`src/rtl/cart_bank_pkg.sv`:
```
package cart_bank_pkg;
  localparam int unsigned ADDR_W    = 16;
  localparam int unsigned PRG_REGS  = 2;
  localparam int unsigned CHR_REGS  = 8;
  localparam int unsigned PRG_SLOTS = 4;
  localparam int unsigned CHR_SLOTS = CHR_REGS;
  localparam int unsigned CHR_SEL_W = $clog2(CHR_REGS);

  typedef enum logic [1:0] {
    MIR_VERT  = 2'd0,
    MIR_HORZ  = 2'd1,
    MIR_PAGE0 = 2'd2,
    MIR_PAGE1 = 2'd3
  } mirror_e;

  localparam logic [2:0] GRP_PRG_LO = 3'd0;
  localparam logic [2:0] GRP_CTRL   = 3'd3;
  localparam logic [2:0] GRP_PRG_HI = 3'd4;
  localparam logic [2:0] GRP_CHR_LO = 3'd5;
  localparam logic [2:0] GRP_CHR_HI = 3'd6;
  localparam logic [1:0] CTRL_IDX   = 2'd3;

  typedef struct packed {
    logic                 prg_we;
    logic                 prg_sel;
    logic                 chr_we;
    logic [CHR_SEL_W-1:0] chr_sel;
    logic                 ctrl_we;
  } wr_cmd_t;
endpackage

```
`src/rtl/cbd_wr_decode.sv`:
```
module cbd_wr_decode
  import cart_bank_pkg::*;
#(
  parameter int unsigned IDX0_BIT = 0,
  parameter int unsigned IDX1_BIT = 1
) (
  input  logic [ADDR_W-1:0] addr_i,
  input  logic              we_i,
  output wr_cmd_t           cmd_o
);
  logic [1:0] idx;
  logic [2:0] grp;
  logic       unused_addr;

  assign idx         = {addr_i[IDX1_BIT], addr_i[IDX0_BIT]};
  assign grp         = addr_i[14:12];
  assign unused_addr = ^addr_i;

  always_comb begin
    cmd_o = '0;
    if (we_i && addr_i[15]) begin
      unique case (grp)
        GRP_PRG_LO, GRP_PRG_HI: begin
          cmd_o.prg_we  = 1'b1;
          cmd_o.prg_sel = addr_i[14];
        end
        GRP_CTRL: cmd_o.ctrl_we = (idx == CTRL_IDX);
        GRP_CHR_LO, GRP_CHR_HI: begin
          cmd_o.chr_we  = 1'b1;
          cmd_o.chr_sel = {addr_i[13], idx};
        end
        default: cmd_o = '0;
      endcase
    end
  end
endmodule

```
`src/rtl/cbd_regs.sv`:
```
module cbd_regs
  import cart_bank_pkg::*;
#(
  parameter int unsigned DATA_W  = 8,
  parameter int unsigned PRG1_RST = 'hFE
) (
  input  logic                               clk_i,
  input  logic                               rst_ni,
  input  wr_cmd_t                            cmd_i,
  input  logic [DATA_W-1:0]                  wdata_i,
  output logic [PRG_REGS-1:0][DATA_W-1:0]    prg_o,
  output logic [CHR_REGS-1:0][DATA_W-1:0]    chr_o,
  output logic [DATA_W-1:0]                  ctrl_o
);
  for (genvar p = 0; p < PRG_REGS; p++) begin : g_prg
    localparam logic [DATA_W-1:0] RST_VAL = (p == 1) ? DATA_W'(PRG1_RST) : '0;
    always_ff @(posedge clk_i or negedge rst_ni) begin
      if (!rst_ni)                                            prg_o[p] <= RST_VAL;
      else if (cmd_i.prg_we && (cmd_i.prg_sel == 1'(p)))      prg_o[p] <= wdata_i;
    end
  end

  for (genvar c = 0; c < CHR_REGS; c++) begin : g_chr
    always_ff @(posedge clk_i or negedge rst_ni) begin
      if (!rst_ni)                                            chr_o[c] <= DATA_W'(c);
      else if (cmd_i.chr_we && (cmd_i.chr_sel == CHR_SEL_W'(c))) chr_o[c] <= wdata_i;
    end
  end

  always_ff @(posedge clk_i or negedge rst_ni) begin
    if (!rst_ni)            ctrl_o <= '0;
    else if (cmd_i.ctrl_we) ctrl_o <= wdata_i;
  end
endmodule

```
`src/rtl/cbd_slot_map.sv`:
```
module cbd_slot_map
  import cart_bank_pkg::*;
#(
  parameter int unsigned          DATA_W       = 8,
  parameter logic [DATA_W-1:0]    PRG_AND_MASK = '1,
  parameter logic [DATA_W-1:0]    PRG_OR_MASK  = '0,
  parameter logic [DATA_W-1:0]    CHR_AND_MASK = '1,
  parameter logic [DATA_W-1:0]    CHR_OR_MASK  = '0
) (
  input  logic [PRG_REGS-1:0][DATA_W-1:0] prg_i,
  input  logic [CHR_REGS-1:0][DATA_W-1:0] chr_i,
  output logic [PRG_SLOTS*DATA_W-1:0]     prg_bank_o,
  output logic [CHR_SLOTS*DATA_W-1:0]     chr_bank_o
);
  localparam logic [DATA_W-1:0] LAST_BANK = '1;

  for (genvar s = 0; s < PRG_SLOTS; s++) begin : g_prg_slot
    logic [DATA_W-1:0] raw;
    if (s < 2) begin : g_pair
      assign raw = {prg_i[0][DATA_W-2:0], 1'(s)};
    end else if (s == 2) begin : g_mid
      assign raw = prg_i[1];
    end else begin : g_fixed
      assign raw = LAST_BANK;
    end
    assign prg_bank_o[s*DATA_W +: DATA_W] = (raw & PRG_AND_MASK) | PRG_OR_MASK;
  end

  for (genvar c = 0; c < CHR_SLOTS; c++) begin : g_chr_slot
    assign chr_bank_o[c*DATA_W +: DATA_W] = (chr_i[c] & CHR_AND_MASK) | CHR_OR_MASK;
  end
endmodule

```
`src/rtl/cbd_ram_window.sv`:
```
module cbd_ram_window #(
  parameter int unsigned DATA_W = 8
) (
  input  logic [7:0]        addr_hi_i,
  input  logic              we_i,
  input  logic              re_i,
  input  logic              enable_i,
  output logic              ram_cs_o,
  output logic              ram_we_o,
  output logic              ob_en_o,
  output logic [DATA_W-1:0] ob_data_o
);
  logic in_win;
  assign in_win    = (addr_hi_i[7:5] == 3'b011);
  assign ram_cs_o  = in_win && enable_i && (we_i || re_i);
  assign ram_we_o  = in_win && enable_i && we_i;
  assign ob_en_o   = in_win && !enable_i && re_i;
  // open bus: last byte on the bus was the address high byte
  assign ob_data_o = ob_en_o ? DATA_W'(addr_hi_i) : '0;
endmodule

```
`src/rtl/cart_bank_decoder.sv`:
```
module cart_bank_decoder
  import cart_bank_pkg::*;
#(
  parameter int unsigned       DATA_W       = 8,
  parameter int unsigned       IDX0_BIT     = 0,
  parameter int unsigned       IDX1_BIT     = 1,
  parameter logic [DATA_W-1:0] PRG_AND_MASK = '1,
  parameter logic [DATA_W-1:0] PRG_OR_MASK  = '0,
  parameter logic [DATA_W-1:0] CHR_AND_MASK = '1,
  parameter logic [DATA_W-1:0] CHR_OR_MASK  = '0
) (
  input  logic                        clk_i,
  input  logic                        rst_ni,
  input  logic [ADDR_W-1:0]           addr_i,
  input  logic [DATA_W-1:0]           wdata_i,
  input  logic                        we_i,
  input  logic                        re_i,
  output logic [PRG_SLOTS*DATA_W-1:0] prg_bank_o,
  output logic [CHR_SLOTS*DATA_W-1:0] chr_bank_o,
  output logic [1:0]                  mirror_o,
  output logic                        ram_cs_o,
  output logic                        ram_we_o,
  output logic                        ob_en_o,
  output logic [DATA_W-1:0]           ob_data_o
);
  localparam int unsigned CTRL_RAM_EN = 7;

  wr_cmd_t                          cmd;
  logic [PRG_REGS-1:0][DATA_W-1:0]  prg_q;
  logic [CHR_REGS-1:0][DATA_W-1:0]  chr_q;
  logic [DATA_W-1:0]                ctrl_q;
  mirror_e                          mirror;

  cbd_wr_decode #(
    .IDX0_BIT (IDX0_BIT),
    .IDX1_BIT (IDX1_BIT)
  ) u_dec (
    .addr_i (addr_i),
    .we_i   (we_i),
    .cmd_o  (cmd)
  );

  cbd_regs #(
    .DATA_W (DATA_W)
  ) u_regs (
    .clk_i   (clk_i),
    .rst_ni  (rst_ni),
    .cmd_i   (cmd),
    .wdata_i (wdata_i),
    .prg_o   (prg_q),
    .chr_o   (chr_q),
    .ctrl_o  (ctrl_q)
  );

  cbd_slot_map #(
    .DATA_W       (DATA_W),
    .PRG_AND_MASK (PRG_AND_MASK),
    .PRG_OR_MASK  (PRG_OR_MASK),
    .CHR_AND_MASK (CHR_AND_MASK),
    .CHR_OR_MASK  (CHR_OR_MASK)
  ) u_map (
    .prg_i      (prg_q),
    .chr_i      (chr_q),
    .prg_bank_o (prg_bank_o),
    .chr_bank_o (chr_bank_o)
  );

  cbd_ram_window #(
    .DATA_W (DATA_W)
  ) u_win (
    .addr_hi_i (addr_i[15:8]),
    .we_i      (we_i),
    .re_i      (re_i),
    .enable_i  (ctrl_q[CTRL_RAM_EN]),
    .ram_cs_o  (ram_cs_o),
    .ram_we_o  (ram_we_o),
    .ob_en_o   (ob_en_o),
    .ob_data_o (ob_data_o)
  );

  // bit 3: single-screen, bit 2: page / orientation
  assign mirror   = mirror_e'(ctrl_q[3:2]);
  assign mirror_o = mirror;

  logic unused_ctrl;
  assign unused_ctrl = ^{ctrl_q[6:4], ctrl_q[1:0]};
endmodule

```
`config.mk`:
```
export PLATFORM = sky130hd
export DESIGN_NAME = cart_bank_decoder
export DESIGN_NICKNAME = d
export VERILOG_FILES = /design/src/rtl/cart_bank_pkg.sv /design/src/rtl/cbd_wr_decode.sv /design/src/rtl/cbd_regs.sv /design/src/rtl/cbd_slot_map.sv /design/src/rtl/cbd_ram_window.sv /design/src/rtl/cart_bank_decoder.sv
export SDC_FILE = /design/constraint.sdc
export NUM_CORES = 1
export LEC_CHECK = 0
export BUFFER_PORTS_ARGS = -buffer_cell sky130_fd_sc_hd__buf_4
export CORE_AREA = 2 2 89 91
export CTS_CLUSTER_SIZE = 25
export DETAILED_ROUTE_END_ITERATION = 6
export DIE_AREA = 0 0 91 93
export HOLD_SLACK_MARGIN = 0.1
export PLACE_DENSITY_LB_ADDON = 0.12
export SLEW_MARGIN = 20
export SYNTH_ARGS = -nofsm -noshare
export SYNTH_HDL_FRONTEND = slang
export SYNTH_SLANG_ARGS = --single-unit
```
`constraint.sdc`:
```
create_clock -name clk_i -period 1.4 [get_ports clk_i]
set_clock_uncertainty 0.1 [all_clocks]
set_input_delay 0.14 -clock clk_i [delete_from_list [all_inputs] [get_ports clk_i]]
set_output_delay 0.14 -clock clk_i [all_outputs]
set_load 0.05 [all_outputs]
```
======== After elaboration in Yosys (flattened, before gate mapping) ========
Cells that the tools add are included.
storage, ports and cells
  logic and storage cells ................. 52
  bits in registers ....................... 87
  output and inout bits ................... 109
operators by class
  bitwise gates (word level) .............. 1
  reduce and logical (&&, ||, !) cells .... 22
  multiplexer cells ....................... 5
  equal/unequal tests ..................... 13
operators by type and width
  cell                                                                   count
  3-bit equality test, second input constant                             7
  1-bit logical AND                                                      16
  3-bit by 2-bit equality test with 1-bit output, second input constant  4
  8-bit 2-to-1 mux                                                       1
  7-bit 2-to-1 mux                                                       1
  3-bit zero test                                                        2
  4-bit 2-to-1 mux                                                       1
  2-bit OR reduction                                                     2
  3-bit by 1-bit equality test with 1-bit output, second input constant  1
  2-bit equality test, second input constant                             1
  2-bit 2-to-1 mux                                                       1
  1-bit zero test                                                        1
  1-bit logical OR                                                       1
  1-bit 2-to-1 mux                                                       1
  1-bit inverter                                                         1

======== Logic depth before layout (Yosys ltp) ========
Gate-level depths: netlist of the first run.
  depth after elaboration ................. 6
  gate-level depth with buffers ........... 6

======== Modules after synthesis ========
Synthesis of the first run repeated with hierarchy kept, for this count alone.
unflattened totals
  cell total of the unflattened synthesis .. 337
  area, all modules ....................... 4355.4 sq um
modules (own cells, without submodules)
  module          cells an instance  times used  area each (sq um)
  cbd_regs        203                1           3394.5
  cbd_slot_map    98                 1           728.2
  cbd_ram_window  23                 1           150.1
  cbd_wr_decode   13                 1           82.6

======== Worst setup path before layout of the first run ========
Ideal clock, no wire load.
  kind .................................... register to output
  start point ............................. reg u_regs.ctrl_o[7]
  end point ............................... out ob_data_o[5]
  buffers on the path ..................... 0
  cell stages (with the launch flop) ...... 2
  arrival ................................. 2.041 ns
  setup slack ............................. -0.881 ns
  path through ............................ dfrtp_1 > nor4b_1
between the ends
  word-level cells in the longest chain between the ends .. 4
RTL lines
  what                             RTL line                 source
  from (decl)                      cbd_regs.sv:13           output logic [DATA_W-1:0] ctrl_o
  from (signal assigned)           cbd_regs.sv:32           else if (cmd_i.ctrl_we) ctrl_o <= wdata_i;
  1-bit zero test                  cbd_ram_window.sv:17     assign ob_en_o = in_win && !enable_i && re_i;
  1-bit logical AND (2 in series)  cbd_ram_window.sv:17
  8-bit 2-to-1 mux                 cbd_ram_window.sv:19     assign ob_data_o = ob_en_o ? DATA_W'(addr_hi_i) : '0;
  to (decl)                        cart_bank_decoder.sv:24  output logic [DATA_W-1:0] ob_data_o
No other way between the ends.

======== Final worst setup path of the first run ========
  start point ............................. reg u_regs.ctrl_o[7]
  end point ............................... out ob_data_o[3]
The elaborated chain is that of the path after synthesis.

==> results of run 1 <==
==> flip-flops by register name, indices dropped and copies added, names as in the netlist <==
signal and flops:
u_regs.chr_o 64, u_regs.ctrl_o 3, u_regs.prg_o 15
==> critical path, delay by kind of cell (launching register included) <==
kind | cells | cell delay (ns)
simple gates | 2 | 0.35
buf+inv | 2 | 0.31
flops | 1 | 0.43
==> cells in the mapped netlist (all sizes together) <==
cell    number
dfrtp       63
or3          1
and2         5
clkbuf       3
nor4b        4
buf         29
o211a        1
nor3b        1
nand3b       1
nor2         2
mux2        82
conb         2
nor2b        1
inv          2
nand4        1
dfstp       19
and4         1
nand3        2
and3         2
nor3         1
nand2        2
nand4b       1
nor4         3
==> power by group <==
group          internal [W]  switching (W)  total [W]
combinational      0.000894        0.00196    0.00285
clock              0.000871       0.000806    0.00168
sequential          0.00279       0.000208    0.00300
total               0.00456        0.00297    0.00753
==> stage by stage <==
step / util, % / setup WS [ns] / power [W] / TNS (ns) / hold WS, ns
3_5_place_dp: 61.3 / -0.160 / 0.00588 / -5.24 / 0.0335
5_1_grt: 66.2 / -0.335 / 0.00781 / -2.69 / 0.203
2_1_floorplan: - / -0.430 / 0.00505 / -6.87 / -0.256
3_3_place_gp: 61.3 / -0.131 / 0.00584 / -4.04 / 0.0275
6_report: 66.2 / -0.260 / 0.00753 / -2.00 / 0.198
4_1_cts: 65.9 / -0.268 / 0.00759 / -2.12 / 0.196
==> cells by family after synthesis <==
group,synth area share (%)
AND/OR/NAND/NOR,7.68
multiplexers,26.5
flip-flops,59.5
AO/OA/AOI/OAI,0.287
buffers and inverters,5.81
other,0.215
==> timing repair <==
action	4_1_cts	5_1_grt
hold buffers	9	0
setup buffers	2	0
gates cloned	0	0
hold endpoints to repair	159	0
setup endpoints to repair	10	10
resized for setup	14	4
pin swaps	6	0
==> layout make-up <==
type | count | area (sq um) | area share (%)
Inverter | 2 | 7.51 | 0.151
Sequential cell | 82 | 2080 | 41.7
Timing Repair Buffer | 149 | 1260 | 25.4
Tap cell | 102 | 128 | 2.56
Clock buffer | 13 | 149 | 2.99
Clock inverter | 3 | 40.0 | 0.804
Multi-Input combinational cell | 122 | 1320 | 26.4
==> path summary, 6_finish.rpt <==
path	startpoint	endpoint	slack [ns]	cells past startpoint
hold reg to reg	u_regs.chr_o[16]$_DFFE_PN0P_	u_regs.chr_o[16]$_DFFE_PN0P_	0.41	1
setup reg to reg	u_regs.ctrl_o[7]$_DFFE_PN0P_	u_regs.ctrl_o[7]$_DFFE_PN0P_	0.34	2
setup / recovery	u_regs.ctrl_o[7]$_DFFE_PN0P_	ob_data_o[3]	-0.26	4
hold / removal	rst_ni	u_regs.chr_o[45]$_DFFE_PN0P_	0.20	3
min in group clk_i	addr_i[13]	u_regs.prg_o[14]$_DFFE_PN1P_	0.24	4
max in group asynchronous	rst_ni	u_regs.prg_o[9]$_DFFE_PN1P_	0.52	3
==> layer usage <==
layer	wire (um)	up-vias	GRT usage [%]	share of wire [%]
li1	-	1042	-	-
met1	3440	1164	24.6	42
met2	4090	79	32.2	50
met3	420	20	4.35	5.2
met4	201	0	8.33	2.5
met5	0	-	0	0
==> metrics.yaml, run 1 <==
synthesis:
  synth_top_cell_by_area: "dfrtp_1"
  synthCells: 229
  yosysSeqAreaShare_pct: 59.5
  ys_ff_latch: 82
  synth.distinct_cells: 30
  synth_area_leaders: "dfrtp_1, mux2_2, dfstp_2"
  syn_area_sq_um: 3490
  ys_warn_count: 0
  synth_area_per_cell_sq_um: 15.2
  post-synth-top-area-fraction_pct: 45.2
sta:
  hold_violations: 0
  fmax_mhz: 603
  setup_viol: 10
  fin_ws_ns: -0.260
  slew_viol_final: 0
  finalCriticalPeriod_ns: 1.66
  grt_setup_unrepaired: "yes"
  period_share_pct: 119
detailed_routing:
  via_count: 2305
  vias_per_cell: 4.87
  wl_per_cell_um: 17.2
  dr.pass1.iters: 3
  wirelength_um: 8150
  antenna_left: 0
  drt_iter0_markers: 35
  drc: 0
power_and_ir_drop:
  ir_worst_vdd_uv: 735
  p_leak_nw: 2.51
  cellPowerDensity_nw_per_um2: 1510
setup_path:
  path_class: "flop to output port"
  slowest_delay_ns: 0.43
  cp.required_ns: 1.16
  cp_slowest_cell: "dfrtp_2"
  cp_data_arrival_time_ns: 1.42
  crit_fanout: 6
  worstSetupEndpointType: "output port"
  cp-start-kind: "flop"
  path_cells: "nor4b_4 > buf_4 > and2_4 > buf_8"
grt:
  antenna_found_initial: 0
  globalRoute.totalOverflow: 0
  first_global_vias: 2321
  grt_use_total_pct: 19.4
  grt_pass1_wl_um: 12500
  grt_max_degree: 45
die:
  dieWidth_um: 91
  die_h_um: 93
  rows: 32
  start_util_pct: 46.3
  dieArea_sq_um: 8460
  ios: 137
  core_area_sq_um: 7530
run_status:
  status: "finished with violations"
  violations: "negative setup slack"
finish:
  fin_area_sq_um: 4980
  final_nets: 394
  mostFrequentLayoutCells: "buf_4, mux2_2, dfrtp_1"
  finalNonFillerCells: 473
  final_common_cell: "buf_4"
  antenna_cells: 0
  drive_gt1_share_pct: 73.9
  area_growth_pct: 42.9
  fillCellCount: 602
clock_tree:
  htreeDepth: 3
  clk_latency_ns: 0.34
  clockBufferDepth: 2
  root_buffer: "clkbuf_8"
  cts_sinks: 82
  cts_buffers: 9
  cts_tree: "yes"
  clkSlewWorstSetupHoldPaths_ns: 0.08
place:
  postPlaceCellArea_sq_um: 4610
  gp_congestion: 0.679
  io_buffers: 119
  dpl.hpwl_um: 5450
  dp_cells: 446
hold_path:
  hp-class: "input pin to async pin"
run:
  maxCapViolCount: 0
Power figures use the tool's default switching activity.
==> run 2: changes to the inputs <==
--- a/config.mk
+++ b/config.mk
@@ -11,7 +11,7 @@
 export DETAILED_ROUTE_END_ITERATION = 6
 export DIE_AREA = 0 0 91 93
 export HOLD_SLACK_MARGIN = 0.1
-export PLACE_DENSITY_LB_ADDON = 0.12
+export PLACE_DENSITY = 0.83
 export SLEW_MARGIN = 20
 export SYNTH_ARGS = -nofsm -noshare
 export SYNTH_HDL_FRONTEND = slang
==> run 2 against run 1 <==
Compared with the run above:
- the run still ends with negative setup slack left
- flip-flop and latch count did not move
- sequential share of layout area fell by 0.13 points
- fmax fell by 0.10%
- count of clock-buffer cells in the layout did not move
- first-iteration DRC count rose by 69%
- combinational power barely moved
- hold slack got worse by 0.079 ns
- utilization rose by 0.20 points
- register-to-register slack barely moved
- critical path type unchanged
- largest cell class unchanged
- highest routed layer unchanged
==> metrics.yaml, run 2 (synthesized netlist as in run 1, its figures left out) <==
die:
  dieWidth_um: 91  # unchanged
  start_util_pct: 46.3  # unchanged
  core_area_sq_um: 7530  # unchanged
  ios: 137  # unchanged
  rows: 32  # unchanged
  die_h_um: 93  # unchanged
  dieArea_sq_um: 8460  # unchanged
grt:
  antenna_found_initial: 0  # unchanged
  grt_use_total_pct: 19.6  # +0.25 points
  globalRoute.totalOverflow: 0  # unchanged
  grt_max_degree: 31  # -31%
  grt_pass1_wl_um: 12700  # +1.9%
  first_global_vias: 2365  # +1.9%
setup_path:
  cp_slowest_cell: "dfrtp_2"
  path_cells: "nor4b_4 > buf_4 > and2_4 > buf_8"
  crit_start: "u_regs.ctrl_o[7]$_DFFE_PN0P_"
  worstSetupEndpointType: "output port"
  cp_top_family: "flip-flops"
  cp_data_arrival_time_ns: 1.42  # about the same
  slowest_delay_ns: 0.42  # about the same
  critPathCapture: "ob_data_o[1]"
  cp-start-kind: "flop"
  path_buf_inv: 2  # unchanged
  r2r-end: "u_regs.ctrl_o[7]$_DFFE_PN0P_"
  path_class: "flop to output port"
  regToRegStartpoint: "u_regs.ctrl_o[7]$_DFFE_PN0P_"
  r2r_slack_ns: 0.35  # about the same
  path_depth: 4  # unchanged
  crit_fanout: 6  # unchanged
  rr_worst_depth: 2  # unchanged
  cp.required_ns: 1.16  # about the same
hold_path:
  hp-class: "input pin to flop"
  holdPathStages: 3
finish:
  drive_gt1_share_pct: 74.1  # +0.20 points
  multi_input_area_sq_um: 1310  # -0.28%
  fin_area_sq_um: 5000  # +0.30%
  finalNonFillerCells: 472  # -0.21%
  largest_register_ffs: 64  # unchanged
  area_growth_pct: 43.3
  mostFrequentLayoutCells: "buf_4, mux2_2, dfrtp_1"
  antenna_cells: 0  # unchanged
  final_nets: 393  # -0.25%
  top_regs: "u_regs.chr_o x64, u_regs.prg_o x15, u_regs.ctrl_o x3"
  final_common_cell: "buf_4"
  regArea_sq_um: 2080  # unchanged
  fillCellCount: 572  # -5.0%
  largest-register: "u_regs.chr_o"
sta:
  finalCriticalPeriod_ns: 1.66  # +0.00167 ns
  fin_ws_ns: -0.261  # -0.00167 ns
  hold_violations: 0  # unchanged
  grt_setup_unrepaired: "yes"
  period_share_pct: 119  # +0.12 points
  fmax_mhz: 602  # -0.10%
  slew_viol_final: 0  # unchanged
  setup_viol: 10  # unchanged
place:
  postPlaceCellArea_sq_um: 4620  # +0.27%
  dp_slack_ns: -0.169  # -0.00815 ns
  io_buffers: 119  # unchanged
  dpl.hpwl_um: 5680  # +4.2%
  gp_congestion: 0.711  # +4.6%
  dp_cells: 446  # unchanged
power_and_ir_drop:
  p_comb_share_pct: 37.2  # -0.6 points
  p_seq_share_pct: 39.0  # -0.9 points
  p_switching_w: 0.00295  # -0.48%
  switching_share_pct: 38.4  # -1.0 points
  pwr-share-clk_pct: 23.8  # +1.5 points
  p_leak_nw: 2.51  # about the same
  cellPowerDensity_nw_per_um2: 1540  # +1.9%
  intPower_w: 0.00474  # +4.0%
  ir_worst_vdd_uv: 897  # +22%
  power_w: 0.00770  # +2.2%
clock_tree:
  htreeDepth: 3  # unchanged
  cts_tree: "yes"
  clk_latency_ns: 0.34  # about the same
  cts_buffers: 9  # unchanged
  clockBufferDepth: 2  # unchanged
  clkSlewWorstSetupHoldPaths_ns: 0.07  # about the same
  root_buffer: "clkbuf_8"
  cts_sinks: 82  # unchanged
detailed_routing:
  drt_iter0_markers: 59  # +69%
  wl_per_cell_um: 17.2  # -0.35%
  drc: 0  # unchanged
  wirelength_um: 8110  # -0.56%
  vias_per_cell: 4.86  # -0.18%
  antenna_left: 0  # unchanged
  via_count: 2296  # -0.39%
  dr.pass1.iters: 4  # +1
run_status:
  violations: "negative setup slack"
  status: "finished with violations"
run:
  maxCapViolCount: 0  # unchanged
-- run 2: cell count changes in the layout (fill, tap and decap cells not counted) --
cell | before | now
and3_1 | 2 | 1
and3_4 | 0 | 1
buf_12 | 5 | 6
buf_6 | 4 | 3
buf_8 | 6 | 5
bufinv_16 | 1 | 2
clkinv_2 | 2 | 1
nor4b_2 | 0 | 1
nor4b_4 | 4 | 3
-- run 2: timing repair --
| action | CTS | global route |
|---|---|---|
| hold endpoints to repair | 146 | 0 |
| setup endpoints to repair | 10 | 10 |
| pin swaps | 6 | 0 |
| hold buffers | 9 | 0 |
| buffers inserted | 1 | 0 |
| gates resized for setup | 12 | 3 |
-- run 2: area by class of cell --
class	count	share of cell area, %
Tap cell	102	2.55
Multi-Input combinational cell	122	26.3
Inverter	2	0.150
Clock buffer	13	2.98
Sequential cell	82	41.6
Timing Repair Buffer	148	25.2
Clock inverter	3	1.30
-- run 2: worst min path at each step --
stage / from / end
after global routing: addr_i[13] / u_regs.prg_o[8]$_DFFE_PN0P_
after detailed placement: rst_ni / u_regs.chr_o[43]$_DFFE_PN0P_
final: addr_i[13] / u_regs.prg_o[8]$_DFFE_PN0P_
after floorplan: rst_ni / u_regs.chr_o[0]$_DFFE_PN0P_
after global placement: rst_ni / u_regs.chr_o[43]$_DFFE_PN0P_
after CTS: addr_i[13] / u_regs.prg_o[8]$_DFFE_PN0P_
-- run 2: power by group through the flow --
stage	registers (W)	logic (W)	clock network [W]
after global placement	0.00303	0.00281	0
after CTS	0.00301	0.00287	0.00188
after global routing	0.00305	0.00296	0.00199
final	0.00300	0.00286	0.00183
after floorplan	0.00430	0.000753	0
after detailed placement	0.00305	0.00284	0
-- run 2: per-stage QoR --
stage	hold slack, ns	setup TNS, ns	utilization (%)
6_report	0.119	-1.97	66.4
5_1_grt	0.120	-2.60	66.4
4_1_cts	0.104	-2.07	66.2
3_5_place_dp	-0.0228	-6.72	61.4
3_3_place_gp	-0.0270	-5.27	61.4
2_1_floorplan	-0.256	-6.87	-
-- run 2: metal layers --
layer | wire [um] | GRT usage [%]
met1 | 3360 | 24.7
met2 | 4140 | 32.8
met3 | 501 | 5.72
met4 | 105 | 6.44
met5 | 0 | 0
-- run 2: worst reg2reg max path, stage by stage, from the launching register on --
cell	delay (ns)
dfrtp_2	0.42
buf_4	0.16
mux2_2	0.25
